**src/rtl/pwr_state_pkg.sv**
```systemverilog
package pwr_state_pkg;

   typedef enum logic [1:0] {
      PS_STANDBY = 2'd0,
      PS_ACTIVE  = 2'd1,
      PS_SAFE    = 2'd2,
      PS_RECOVER = 2'd3
   } pwr_state_e;

   typedef struct packed {
      logic spi_sel;
      logic crc_en;
      logic addr_alt;
   } if_cfg_t;

   localparam int NUM_STRAPS = 3;
   localparam int STRAP_SPI  = 0;
   localparam int STRAP_CRC  = 1;
   localparam int STRAP_ADDR = 2;
   localparam int NUM_CTRL   = 4;

endpackage

```
**src/rtl/pwr_sync.sv**
```systemverilog
module pwr_sync #(
   parameter int W      = 1,
   parameter int STAGES = 2
) (
   input  logic         clk,
   input  logic         rst_n,
   input  logic [W-1:0] d_i,
   output logic [W-1:0] q_o
);

   initial begin
      assert (STAGES >= 1) else $error("pwr_sync: STAGES must be at least 1");
      assert (W >= 1) else $error("pwr_sync: W must be at least 1");
   end

   generate
      if (STAGES == 1) begin : g_single
         logic [W-1:0] one_q;
         always_ff @(posedge clk or negedge rst_n) begin
            if (!rst_n) one_q <= '0;
            else        one_q <= d_i;
         end
         assign q_o = one_q;
      end else begin : g_chain
         logic [W-1:0] chain_q [STAGES];
         always_ff @(posedge clk or negedge rst_n) begin
            if (!rst_n) begin
               for (int i = 0; i < STAGES; i++) chain_q[i] <= '0;
            end else begin
               chain_q[0] <= d_i;
               for (int i = 1; i < STAGES; i++) chain_q[i] <= chain_q[i-1];
            end
         end
         assign q_o = chain_q[STAGES-1];
      end
   endgenerate

endmodule

```
**src/rtl/strap_deglitch.sv**
```systemverilog
module strap_deglitch #(
   parameter int DG_CYC = 1600
) (
   input  logic clk,
   input  logic rst_n,
   input  logic s_i,
   output logic level_o,
   output logic rise_o,
   output logic fall_o
);

   localparam int CW = (DG_CYC < 2) ? 1 : $clog2(DG_CYC);
   localparam logic [CW-1:0] CNT_LAST = CW'(DG_CYC - 1);

   initial begin
      assert (DG_CYC >= 1) else $error("strap_deglitch: DG_CYC must be at least 1");
   end

   logic [CW-1:0] cnt_q;
   logic          level_q, rise_q, fall_q;

   always_ff @(posedge clk or negedge rst_n) begin
      if (!rst_n) begin
         cnt_q   <= '0;
         level_q <= 1'b0;
         rise_q  <= 1'b0;
         fall_q  <= 1'b0;
      end else begin
         rise_q <= 1'b0;
         fall_q <= 1'b0;
         if (s_i != level_q) begin
            if (cnt_q == CNT_LAST) begin
               level_q <= s_i;
               cnt_q   <= '0;
               rise_q  <= s_i;
               fall_q  <= ~s_i;
            end else begin
               cnt_q <= cnt_q + 1'b1;
            end
         end else begin
            cnt_q <= '0;
         end
      end
   end

   assign level_o = level_q;
   assign rise_o  = rise_q;
   assign fall_o  = fall_q;


   rise_src_chk: assert property (@(posedge clk) disable iff (!rst_n)
      rise_q |-> ($past(s_i) && !$past(level_q)));


   fall_src_chk: assert property (@(posedge clk) disable iff (!rst_n)
      fall_q |-> (!$past(s_i) && $past(level_q)));

endmodule

```
**src/rtl/pwr_state_fsm.sv**
```systemverilog
module pwr_state_fsm
   import pwr_state_pkg::*;
#(
   parameter int         NUM_RAILS = 9,
   parameter logic [6:0] ADDR_BASE = 7'h28,
   parameter logic [6:0] ADDR_ALT  = 7'h2C
) (
   input  logic                  clk,
   input  logic                  rst_n,
   input  logic                  emerg,
   input  logic                  to_stby,
   input  logic                  pwr_up,
   input  logic                  err_clear,
   input  logic [NUM_STRAPS-1:0] rise,
   input  logic [NUM_STRAPS-1:0] fall,
   output pwr_state_e            state,
   output logic [NUM_RAILS-1:0]  rail_kill,
   output logic                  power_up,
   output logic                  power_down,
   output if_cfg_t               cfg,
   output logic [6:0]            bus_addr
);

   initial begin
      assert (NUM_RAILS >= 1) else $error("pwr_state_fsm: NUM_RAILS must be at least 1");
      assert (ADDR_BASE != ADDR_ALT) else $error("pwr_state_fsm: addresses must differ");
   end

   pwr_state_e st_q, st_d;
   if_cfg_t    cfg_q, cfg_d;
   logic       kill_q, kill_d, up_q, up_d, down_q, down_d;
   logic [NUM_STRAPS-1:0] edge_any;

   assign edge_any = rise | fall;

   always_comb begin
      st_d   = st_q;
      cfg_d  = cfg_q;
      kill_d = 1'b0;
      up_d   = 1'b0;
      down_d = 1'b0;
      unique case (st_q)
         PS_STANDBY: begin
            if (emerg) begin
               st_d   = PS_SAFE;
               kill_d = 1'b1;
            end else if (pwr_up && !to_stby) begin
               st_d = PS_ACTIVE;
               up_d = 1'b1;
            end
         end
         PS_ACTIVE: begin
            if (emerg) begin
               st_d   = PS_SAFE;
               kill_d = 1'b1;
            end else if (to_stby) begin
               st_d   = PS_STANDBY;
               down_d = 1'b1;
            end else if (edge_any[STRAP_SPI]) begin
               cfg_d.spi_sel = rise[STRAP_SPI];
            end else if (edge_any[STRAP_CRC]) begin
               cfg_d.crc_en = rise[STRAP_CRC];
            end else if (edge_any[STRAP_ADDR]) begin
               cfg_d.addr_alt = rise[STRAP_ADDR];
            end
         end
         PS_SAFE:    st_d = PS_RECOVER;
         PS_RECOVER: if (err_clear) st_d = PS_STANDBY;
         default:    st_d = PS_STANDBY;
      endcase
   end

   always_ff @(posedge clk or negedge rst_n) begin
      if (!rst_n) begin
         st_q   <= PS_STANDBY;
         cfg_q  <= '0;
         kill_q <= 1'b0;
         up_q   <= 1'b0;
         down_q <= 1'b0;
      end else begin
         st_q   <= st_d;
         cfg_q  <= cfg_d;
         kill_q <= kill_d;
         up_q   <= up_d;
         down_q <= down_d;
      end
   end

   assign state      = st_q;
   assign cfg        = cfg_q;
   assign rail_kill  = {NUM_RAILS{kill_q}};
   assign power_up   = up_q;
   assign power_down = down_q;
   assign bus_addr   = cfg_q.addr_alt ? ADDR_ALT : ADDR_BASE;


   kill_entry_chk: assert property (@(posedge clk) disable iff (!rst_n)
      kill_q |-> (st_q == PS_SAFE && ($past(st_q) == PS_STANDBY || $past(st_q) == PS_ACTIVE)));


   safe_exit_chk: assert property (@(posedge clk) disable iff (!rst_n)
      (st_q == PS_SAFE) |=> (st_q == PS_RECOVER));


   recover_hold_chk: assert property (@(posedge clk) disable iff (!rst_n)
      (st_q == PS_RECOVER && !err_clear) |=> (st_q == PS_RECOVER));


   power_up_src_chk: assert property (@(posedge clk) disable iff (!rst_n)
      up_q |-> (st_q == PS_ACTIVE && $past(st_q) == PS_STANDBY));


   power_down_src_chk: assert property (@(posedge clk) disable iff (!rst_n)
      down_q |-> (st_q == PS_STANDBY && $past(st_q) == PS_ACTIVE));


   strobe_excl_chk: assert property (@(posedge clk) disable iff (!rst_n)
      $onehot0({kill_q, up_q, down_q}));


   cfg_hold_chk: assert property (@(posedge clk) disable iff (!rst_n)
      (st_q != PS_ACTIVE) |=> $stable(cfg_q));

endmodule

```
**src/rtl/pwr_state_ctrl.sv**
```systemverilog
module pwr_state_ctrl
   import pwr_state_pkg::*;
#(
   parameter int         NUM_RAILS    = 9,
   parameter int         SYNC_STAGES  = 2,
   parameter int         DEGLITCH_CYC = 1600,
   parameter logic [6:0] ADDR_BASE    = 7'h28,
   parameter logic [6:0] ADDR_ALT     = 7'h2C
) (
   input  logic                 clk,
   input  logic                 rst_n,
   input  logic                 emerg_i,
   input  logic                 to_stby_i,
   input  logic                 pwr_up_i,
   input  logic                 err_clear_i,
   input  logic                 strap_spi_i,
   input  logic                 strap_crc_i,
   input  logic                 strap_addr_i,
   output logic [1:0]           state_o,
   output logic [NUM_RAILS-1:0] rail_kill_o,
   output logic                 power_up_o,
   output logic                 power_down_o,
   output logic                 spi_sel_o,
   output logic                 crc_en_o,
   output logic [6:0]           bus_addr_o
);

   localparam int SYNC_W = NUM_CTRL + NUM_STRAPS;

   logic [SYNC_W-1:0]     raw_in, syn_in;
   logic [NUM_STRAPS-1:0] strap_syn, strap_lvl, strap_rise, strap_fall;
   pwr_state_e            st;
   if_cfg_t               cfg;

   assign raw_in = {strap_addr_i, strap_crc_i, strap_spi_i,
                    err_clear_i, pwr_up_i, to_stby_i, emerg_i};

   pwr_sync #(.W(SYNC_W), .STAGES(SYNC_STAGES)) u_sync (
      .clk   (clk),
      .rst_n (rst_n),
      .d_i   (raw_in),
      .q_o   (syn_in)
   );

   assign strap_syn = syn_in[SYNC_W-1:NUM_CTRL];

   generate
      for (genvar g = 0; g < NUM_STRAPS; g++) begin : g_strap
         strap_deglitch #(.DG_CYC(DEGLITCH_CYC)) u_dg (
            .clk     (clk),
            .rst_n   (rst_n),
            .s_i     (strap_syn[g]),
            .level_o (strap_lvl[g]),
            .rise_o  (strap_rise[g]),
            .fall_o  (strap_fall[g])
         );
      end
   endgenerate

   pwr_state_fsm #(
      .NUM_RAILS (NUM_RAILS),
      .ADDR_BASE (ADDR_BASE),
      .ADDR_ALT  (ADDR_ALT)
   ) u_fsm (
      .clk        (clk),
      .rst_n      (rst_n),
      .emerg      (syn_in[0]),
      .to_stby    (syn_in[1]),
      .pwr_up     (syn_in[2]),
      .err_clear  (syn_in[3]),
      .rise       (strap_rise),
      .fall       (strap_fall),
      .state      (st),
      .rail_kill  (rail_kill_o),
      .power_up   (power_up_o),
      .power_down (power_down_o),
      .cfg        (cfg),
      .bus_addr   (bus_addr_o)
   );

   assign state_o   = st;
   assign spi_sel_o = cfg.spi_sel;
   assign crc_en_o  = cfg.crc_en;


   strap_idle_chk: assert property (@(posedge clk) disable iff (!rst_n)
      (st != PS_ACTIVE && strap_lvl[STRAP_SPI] != $past(strap_lvl[STRAP_SPI])) |=> $stable(spi_sel_o));

endmodule

```
**config.mk**
```make
export PLATFORM = sky130hd
export DESIGN_NAME = pwr_state_ctrl
export DESIGN_NICKNAME = d
export VERILOG_FILES = /design/src/rtl/pwr_state_pkg.sv /design/src/rtl/pwr_sync.sv /design/src/rtl/strap_deglitch.sv /design/src/rtl/pwr_state_fsm.sv /design/src/rtl/pwr_state_ctrl.sv
export SDC_FILE = /design/constraint.sdc
export NUM_CORES = 1
export LEC_CHECK = 0
export ABC_AREA = 1
export CAP_MARGIN = 0
export CORE_UTILIZATION = 56
export DETAILED_ROUTE_END_ITERATION = 7
export DONT_BUFFER_PORTS = 1
export GPL_TIMING_DRIVEN = 0
export PLACE_DENSITY = 0.82
export SLEW_MARGIN = 20
export SYNTH_ARGS = -nofsm -noshare
export SYNTH_HDL_FRONTEND = slang
export SYNTH_SLANG_ARGS = --single-unit
```
**constraint.sdc**
```tcl
create_clock -name clk -period 1.1 [get_ports clk]
set_input_delay 0.055 -clock clk [delete_from_list [all_inputs] [get_ports clk]]
set_output_delay 0.055 -clock clk [all_outputs]
set_load 0.01 [all_outputs]
```
==> out/results.txt, run 1 <==
Status: finished, violations left
Violated checks: hold timing, setup timing
Antenna-violating nets left: 0
Die Y: 74.14 um
Most used cell along the critical path: nor2_1
Initial Util: 60.10%
Dominant cell type by area after synthesis: dfrtp_1
Ranking of synthesized cells by area: dfrtp_1 (55%), nor2_1 (6.4%), nand2_1 (5.7%)
Site row count: 25
Vias in the first global route: 1978
Max stage delay cell, worst path: dfrtp_1
Yosys reg bits: 64
Power per standard cell area: 1491 nW/um2
CP Launch Type: register
Worst Hold Class: in2async
Cell Chain, Critical Path: inv_1 -> nand3_1 -> nor2_1 -> nand2_4 -> nand2_8 -> nor2_1
Arr. time, crit path: 1.47 ns
Final hold violations: 64
Top_reg_cell synth: dfrtp_1
Core ar.: 4848 um2
Pre-antenna DRT Iters: 4
Most frequent cell after synthesis: dfrtp_1
Clock Latency Late Sink: 0.33 ns
Asr flop ratio synth: 100.0%
Fmax: 801.9 MHz
CTS H-tree depth: 3
Root buffer cell: clkbuf_8
RSZ-0062 raised after global routing: true
Fin crit period: 1.247 ns
Number of diodes: 0
Post-Route WL: 5270 um
Clk pin slew, worst setup/hold paths: 0.07 ns
Clock power frac: 39.7%
Post-synthesis average cell area: 9.400 um2
Comb pwr share: 12.6%
Grt ovf: 0
Max stage delay on crit path: 0.43 ns
Mapped Area: 2914 um2
NetSw: 1.424 mW
CTS Hold Bufs: 7
Crit path kind: reg2reg
Lkg Pwr: 1.764 nW
Placed Cells incl. Taps: 381
Setup Skew: 0.006730 ns
CTS tree: yes
Share of cells above drive strength 1: 35.57%
CP Max Fanout: 8
Non-Filler Instances: 424
Ports: 31
Fill count: 311
CTS buffer count: 9
Hold_ws: -0.5873 ns
Register Area: 1605 um2
Pin count of the biggest net entering global routing: 65
Total GRT Usage: 19.89%
Clock sinks: 64
Int Pwr: 4.112 mW
Worst path required time: 1.32 ns
Final nets: 364
Yosys top cell area share: 54.96%
Max clock buf depth: 2
Footprint of the multi-input gates: 1320 um2
Netlist cell types: 31
Layout area overhead: 27.44%
# port buffers: 0
Routability cong.: 0.8047
Global-route wire length before repair: 8162 um
Initial antenna violation count: 0
Cells after Synth: 310
Max IR drop VDD: 1207 uV
Detailed Route Iter0 Violations: 133
Sw Ratio: 25.72%
Max Cap Violations: 0
Most frequent cells after synthesis: dfrtp_1 (64), nor2_1 (50), nand2_1 (44)
Finish-stage setup viols: 40
Post-synth EDFFs: 0
DP HPWL: 3149 um
Pwr Total: 5.536 mW
Synth warnings: 0
Post-DR vias/cell: 4.958
DR WL/cell: 12.43 um
Die span in x: 74.14 um
Seq pwr share: 47.7%
Tcrit/Tclk final: 113.4%
Remaining DRCs: 0
Slew Limit Fails: 0
Setup WS post-layout: -0.1470 ns
Seq/Total Area, Yosys: 54.96%
Die area: 5496 um2
CP endpoint kind: register
Vias: 2102
[logic make-up (layout without fill, tap and decap cells)]
group | Yosys count | count (layout) | synth area share [%]
simple gates | 156 | 156 | 27.14
flops | 64 | 64 | 54.96
buf+inv | 53 | 96 | 8.759
compound gates | 19 | 19 | 3.693
xor+xnor | 13 | 13 | 3.907
fa+ha+maj | 3 | 3 | 1.288
other cells | 2 | 6 | 0.2577
[state kept, by name, indices dropped and copies added (netlist names)]
register                cells
u_fsm.power_down            1
u_fsm.power_up              1
g_strap.u_dg.rise_o         3
u_sync.q_o                  7
g_strap.u_dg.level_o        3
u_fsm.cfg                   3
g_strap.u_dg.fall_o         3
u_fsm.kill_q                1
g_strap.u_dg.cnt_q         33
u_sync.g_chain.chain_q      7
u_fsm.state                 2
[worst max-delay path, delay by kind of cell, from the launching register on]
kind | cells | cell delay (ns)
buffers and inverters | 1 | 0.09
AND/OR/NAND/NOR | 5 | 0.61
flip-flops | 1 | 0.43
[path summary, 6_finish.rpt]
| path | from | end | slack (ns) | cells past startpoint |
|---|---|---|---|---|
| setup / recovery | g_strap[2].u_dg.cnt_q[8] | g_strap[2].u_dg.cnt_q[1] | -0.15 | 6 |
| hold / removal | rst_n | u_sync.g_chain.chain_q[8] | -0.59 | 0 |
| setup reg to reg | g_strap[2].u_dg.cnt_q[8] | g_strap[2].u_dg.cnt_q[1] | -0.15 | 6 |
| hold reg to reg | u_sync.g_chain.chain_q[13] | u_sync.q_o[6] | 0.35 | 0 |
| max in group asynchronous | rst_n | u_fsm.kill_q | 1.58 | 0 |
| min in group clk | strap_spi_i | u_sync.g_chain.chain_q[11] | 0.27 | 1 |
[power by group through the flow]
| stage | Combinational, mW | Sequential (mW) | Clock [mW] |
|---|---|---|---|
| 2_1_floorplan | 0.429 | 2.61 | 0 |
| 3_3_place_gp | 0.462 | 2.64 | 0 |
| 3_5_place_dp | 0.481 | 2.65 | 0 |
| 4_1_cts | 0.540 | 2.61 | 2.22 |
| 5_1_grt | 0.762 | 2.65 | 2.34 |
| 6_report | 0.699 | 2.64 | 2.20 |
[per-layer routing]
layer | vias up | GRT usage (%) | wire length [um] | part of all wire [%]
met2 | 46 | 32.22 | 2650 | 50
met3 | 13 | 3.930 | 179 | 3.4
li1 | 1033 | - | - | -
met4 | 0 | 10.90 | 109 | 2.1
met5 | - | 0 | 0 | 0
met1 | 1010 | 25.27 | 2331 | 44
[stage by stage]
step	TNS (ns)	utilization (%)	instance area, um2	setup slack [ns]
after floorplan	-1.400	-	2989	-0.08642
after global placement	-4.078	63.38	3073	-0.1708
after detailed placement	-5.306	63.38	3073	-0.2103
after CTS	-3.670	72.28	3505	-0.1452
after global routing	-6.627	76.59	3714	-0.2176
final	-4.038	76.59	3714	-0.1470
[cells in the final DEF (no fill, tap or decap), types with 3 or more instances in the layout]
master,n
inv_2,5
nand2_8,3
xnor2_1,4
nand2_4,8
a21oi_2,3
nand3_1,17
dfrtp_1,61
inv_1,32
o21ai_1,4
or2_4,3
clkbuf_8,9
xor2_1,8
ha_4,3
a21oi_1,6
dlygate4sd3_1,7
nand2_1,40
nor2_4,5
conb_1,6
buf_4,33
nand3_2,15
nor2_2,17
nor2_1,36
dfrtp_2,3
[timing repair]
action	CTS	global route
buffers inserted	11	9
endpoints found under the setup margin	41	55
pin swaps	17	16
endpoints found under the hold margin	71	64
gates resized for setup	15	42
[cell type report]
class | count | share of cell area, %
well taps | 67 | 2.257
flip-flops and latches | 64 | 43.23
clock inverters | 7 | 2.561
plain buffers | 15 | 3.032
clock buffers | 9 | 3.336
multi-input cells | 197 | 35.55
inverters | 38 | 3.908
repair buffers | 27 | 6.132
Power figures use the tool's default switching activity.
==> run 2: changes to the inputs <==
- SETUP_SLACK_MARGIN: default -> 0.1
==> run 2 against run 1 <==
Against the previous run:
- the flow still finishes with violations (hold timing, setup timing)
- via count is 7.7% higher
- global-route usage rose by 2.8 points
- clock skew increased by 0.0018 ns
- count of clock-buffer cells in the layout unchanged
- die area unchanged
- sequential power barely moved
- sequential share of layout area fell by 1.8 points
- clock power fell by 13%
- utilization increased by 3.4 points
- final area increased by 4.5%
- critical path type unchanged
- largest power group unchanged
- highest routed layer unchanged
==> out/results.txt, run 2 (synthesis results as in run 1) <==
Remaining DRCs: 0
CTS H-tree depth: 3
Crit Reg-Reg Endpoint: g_strap[2].u_dg.cnt_q[1]
Vias: 2263
Footprint of the multi-input gates: 1443 um2
Initial Util: 60.10%
Hold_ws: -0.5995 ns
Final hold violations: 64
Lkg Pwr: 1.801 nW
Die area: 5496 um2
CP Launch Type: register
Placed Cells incl. Taps: 381
Non-Filler Instances: 425
Vias in the first global route: 2106
CTS buffer count: 9
Detailed Route Iter0 Violations: 101
Clk pin slew, worst setup/hold paths: 0.07 ns
Number of diodes: 0
Design Area, Final: 3880 um2
Die Y: 74.14 um
Ports: 31
Slew Limit Fails: 0
Core ar.: 4848 um2
Worst Hold Class: in2async
Pin count of the biggest net entering global routing: 65
Fmax: 765.9 MHz
CTS tree: yes
Routability cong.: 0.8099
Final nets: 366
Total placed instance area: 3088 um2
Fin crit period: 1.306 ns
Setup Skew: 0.008481 ns
Grt ovf: 0
Finish-stage setup viols: 39
Share of cells above drive strength 1: 40.50%
Max Cap Violations: 0
Most flops, register: g_strap.u_dg.cnt_q
Commonest non-fill, non-tap cells in the layout: dfrtp_1 (60), nand2_1 (38), nor2_1 (31), inv_1 (30), buf_4 (20)
Pre-antenna DRT Iters: 5
Global-route wire length before repair: 9052 um
FF-to-FF Start: g_strap[2].u_dg.cnt_q[1]
DR WL/cell: 15.02 um
Layout Utilization: 80.03%
Initial antenna violation count: 0
Worst path required time: 1.33 ns
RSZ-0062 raised after global routing: true
Die span in x: 74.14 um
Root buffer cell: clkbuf_8
Post-Route WL: 6385 um
Max clock buf depth: 2
Arr. time, crit path: 1.54 ns
CP Max Fanout: 8
Clock Latency Late Sink: 0.34 ns
Fill count: 249
Worst Setup EP: g_strap[2].u_dg.cnt_q[1]
Site row count: 25
Register Area: 1607 um2
Antenna-violating nets left: 0
DP HPWL: 3066 um
Placement Setup Slack: -0.1881 ns
Crit path kind: reg2reg
Cell depth of the worst flop-to-flop path: 6
CP endpoint kind: register
Max FFs per register: 33
Max IR drop VDD: 905.2 uV
Layout area overhead: 33.15%
Tcrit/Tclk final: 118.7%
CTS Hold Bufs: 7
Crit. Startpoint: g_strap[2].u_dg.cnt_q[1]
Post-DR vias/cell: 5.325
# port buffers: 0
Total GRT Usage: 22.69%
Most common cell after layout, fill and taps aside: dfrtp_1
Status: finished, violations left
Setup WS post-layout: -0.2057 ns
Power per standard cell area: 1420 nW/um2
Worst R2R Setup Slack: -0.21 ns
Violated checks: hold timing, setup timing
Clock sinks: 64
[run 2: cell count changes in the layout (fill, tap and decap cells not counted), moves of 3 or more]
cell | previous run | this run
buf_4 | 33 | 20
buf_6 | 2 | 17
nand2_4 | 8 | 4
nand2_8 | 3 | 7
nand3_1 | 17 | 13
nand3_2 | 15 | 18
nor2_1 | 36 | 31
nor2_4 | 5 | 9
[run 2: what timing repair did]
item / in CTS / in global routing
setup buffers: 16 / 7
gates cloned: 0 / 0
gates resized for setup: 49 / 48
endpoints found under the setup margin: 56 / 57
hold endpoints to repair: 71 / 64
pin swaps: 26 / 21
[run 2: metal layers]
layer	track usage, %	vias to the layer above	part of all wire, %
li1	-	1045	-
met1	27.20	1118	40
met2	37.47	77	53
met3	6.369	23	4.2
met4	11.75	0	2.4
met5	0	-	0
[run 2: stage by stage]
stage	power [mW]	TNS, ns	hold slack, ns
after CTS	5.384	-3.889	-0.6101
final	5.510	-5.519	-0.5995
after global routing	5.751	-8.295	-0.6175
after floorplan	3.051	-1.487	-0.2406
after detailed placement	3.138	-5.010	-0.2396
after global placement	3.107	-4.216	-0.2396
[run 2: where the power goes]
part	leakage, nW	internal [mW]	switching (mW)
registers	0.844	2.47	0.174
clock network	0.0948	1.02	0.889
logic	0.863	0.505	0.445
total	1.80	4.00	1.51
[run 2: worst max-delay path, stage by stage (launching register included)]
cell and delay, ns:
dfrtp_1 0.40, ha_4 0.17, nand3_4 0.09, nor2_4 0.23
nand2_4 0.15, nand2_8 0.12, nor2_1 0.04
[run 2: how the worst min path moves through the flow]
stage	start	end	slack, ns	depth (start not counted)
CTS	rst_n	g_strap[2].u_dg.cnt_q[0]	-0.61	0
finish	rst_n	g_strap[2].u_dg.cnt_q[0]	-0.60	0
floorplan	rst_n	g_strap[0].u_dg.cnt_q[0]	-0.24	0
detailed placement	rst_n	g_strap[2].u_dg.cnt_q[0]	-0.24	0
global placement	rst_n	g_strap[2].u_dg.cnt_q[3]	-0.24	0
global route	rst_n	g_strap[2].u_dg.rise_o	-0.62	0
[run 2: cell type report]
cell class                 instances  share of cell area (%)
buffer                            15                   3.773
clock buffer                       9                   3.193
clock inverter                     6                   1.580
inverter                          38                   3.870
multi-input combinational        197                   37.18
sequential                        64                   41.41
tap                               67                   2.161
timing repair buffer              29                   6.836
==> run 3: changes to the inputs <==
- CORE_ASPECT_RATIO: default -> 0.9
==> run 3 against run 2 <==
Against the previous run:
- non-clock buffer count is 4 higher
- wire length is 9.0% lower
- final area shrank 0.29%
- utilization shrank 1.5 points
- flip-flop and latch count is the same
- largest cell class unchanged
- sequential share of layout area up 0.12 points
- register-to-register slack better by 0.03 ns
- combinational power fell by 9.2%
- count of clock-buffer cells in the layout rose by 1
- the flow still finishes with violations (hold timing, setup timing)
- worst setup slack better by 0.033 ns
- die area about the same
==> out/results.txt, run 3 (synthesis results as in run 1) <==
DP HPWL: 3109 um
Max clock buf depth: 2
Most used routing layer: met2
Routability cong.: 0.8366
CP endpoint kind: register
RSZ-0062 raised after global routing: true
Clock sinks: 64
Most common cell after layout, fill and taps aside: dfrtp_1
Status: finished, violations left
Met3 GRT Util: 6.013%
Final hold violations: 64
Clk pin slew, worst setup/hold paths: 0.07 ns
Total placed instance area: 3085 um2
Setup WS post-layout: -0.1729 ns
Most flops, register: g_strap.u_dg.cnt_q
Violated checks: hold timing, setup timing
Met1 Resource Use GR: 26.36%
Layout Utilization: 78.56%
Slew Limit Fails: 0
Initial Util: 59.17%
Die area: 5497 um2
Share of cells above drive strength 1: 39.78%
Crit path kind: reg2reg
Antenna-violating nets left: 0
Post-DR vias/cell: 5.040
Number of diodes: 0
Placement Setup Slack: -0.2201 ns
Final nets: 370
Worst Hold Class: in2async
Post-Route WL: 5813 um
Vias in the first global route: 2105
DR WL/cell: 13.61 um
Pwr Total: 5.434 mW
Vias: 2152
Layout area overhead: 32.76%
Max IR drop VDD: 1164 uV
Worst path required time: 1.32 ns
Finish-stage setup viols: 40
Placed Cells incl. Taps: 379
Max FFs per register: 33
Fmax: 785.6 MHz
Ports: 31
CTS H-tree depth: 3
Commonest non-fill, non-tap cells in the layout: dfrtp_1 (60), nand2_1 (36), nor2_1 (33), inv_1 (28), buf_4 (21)
Grt ovf: 0
Detailed Route Iter0 Violations: 105
Max Cap Violations: 0
Setup Skew: 0.01099 ns
Pin count of the biggest net entering global routing: 65
Total GRT Usage: 21.79%
Tcrit/Tclk final: 115.7%
M2 GR Usage: 36.84%
Global-route wire length before repair: 9087 um
Lkg Pwr: 1.801 nW
Power per standard cell area: 1405 nW/um2
CTS buffer count: 9
Root buffer cell: clkbuf_8
Fin crit period: 1.273 ns
CTS tree: yes
Site row count: 24
# port buffers: 0
CTS Hold Bufs: 7
Core ar.: 4925 um2
Clock Latency Late Sink: 0.34 ns
Fill count: 282
Die span in x: 78.04 um
Hold_ws: -0.5912 ns
Design Area, Final: 3869 um2
Die Y: 70.44 um
Non-Filler Instances: 427
Pre-antenna DRT Iters: 4
Arr. time, crit path: 1.50 ns
Initial antenna violation count: 0
CP Max Fanout: 8
CP Launch Type: register
Remaining DRCs: 0
==> run 3: final timing paths <==
check	startpoint	endpoint	slack, ns	cells after the start
setup / recovery	g_strap[2].u_dg.cnt_q[1]	g_strap[2].u_dg.cnt_q[3]	-0.17	6
hold / removal	rst_n	g_strap[2].u_dg.level_o	-0.59	0
setup reg to reg	g_strap[2].u_dg.cnt_q[1]	g_strap[2].u_dg.cnt_q[3]	-0.17	6
hold reg to reg	u_sync.g_chain.chain_q[13]	u_sync.q_o[6]	0.35	0
max in group asynchronous	rst_n	u_fsm.state[1]	1.57	0
min in group clk	err_clear_i	u_sync.g_chain.chain_q[10]	0.27	1
==> run 3: what timing repair did <==
| item | CTS | global route |
|---|---|---|
| resized for setup | 40 | 53 |
| setup endpoints to repair | 55 | 55 |
| hold endpoints to repair | 71 | 64 |
| buffers inserted | 20 | 8 |
| pin swaps | 21 | 20 |
==> run 3: worst max-delay path, cell delays in order (launching register included) <==
cell and delay (ns):
dfrtp_1 0.39, ha_4 0.17, nand3_4 0.09, nor2_4 0.22, nand2_4 0.13, nand2_4 0.12
nor2_2 0.05
==> run 3: per-layer routing <==
layer	share of wire, %	wire length [um]	vias to the layer above
li1	-	-	1047
met1	40	2313	1056
met2	56	3250	41
met3	3.3	194	8
met4	0.95	55	0
met5	0	0	-
==> run 3: through the flow <==
stage / setup TNS [ns] / hold slack (ns)
final: -4.653 / -0.5912
after global routing: -7.347 / -0.6142
after CTS: -3.027 / -0.6101
after detailed placement: -5.503 / -0.2395
after global placement: -4.202 / -0.2393
after floorplan: -1.487 / -0.2406
==> run 3: final cells by class <==
type | count | area, um2 | area share [%]
clock inverter | 5 | 57.56 | 1.488
multi-input combinational | 197 | 1390 | 35.93
inverter | 38 | 152.6 | 3.946
clock buffer | 10 | 127.6 | 3.299
timing repair buffer | 33 | 306.5 | 7.924
tap | 65 | 81.33 | 2.102
buffer | 15 | 146.4 | 3.784
sequential | 64 | 1607 | 41.53
==> run 3: power by group <==
group,total [mW],internal [mW],switching [mW]
combinational,0.863,0.473,0.390
sequential,2.63,2.47,0.162
clock,1.94,1.04,0.897
total,5.43,3.98,1.45
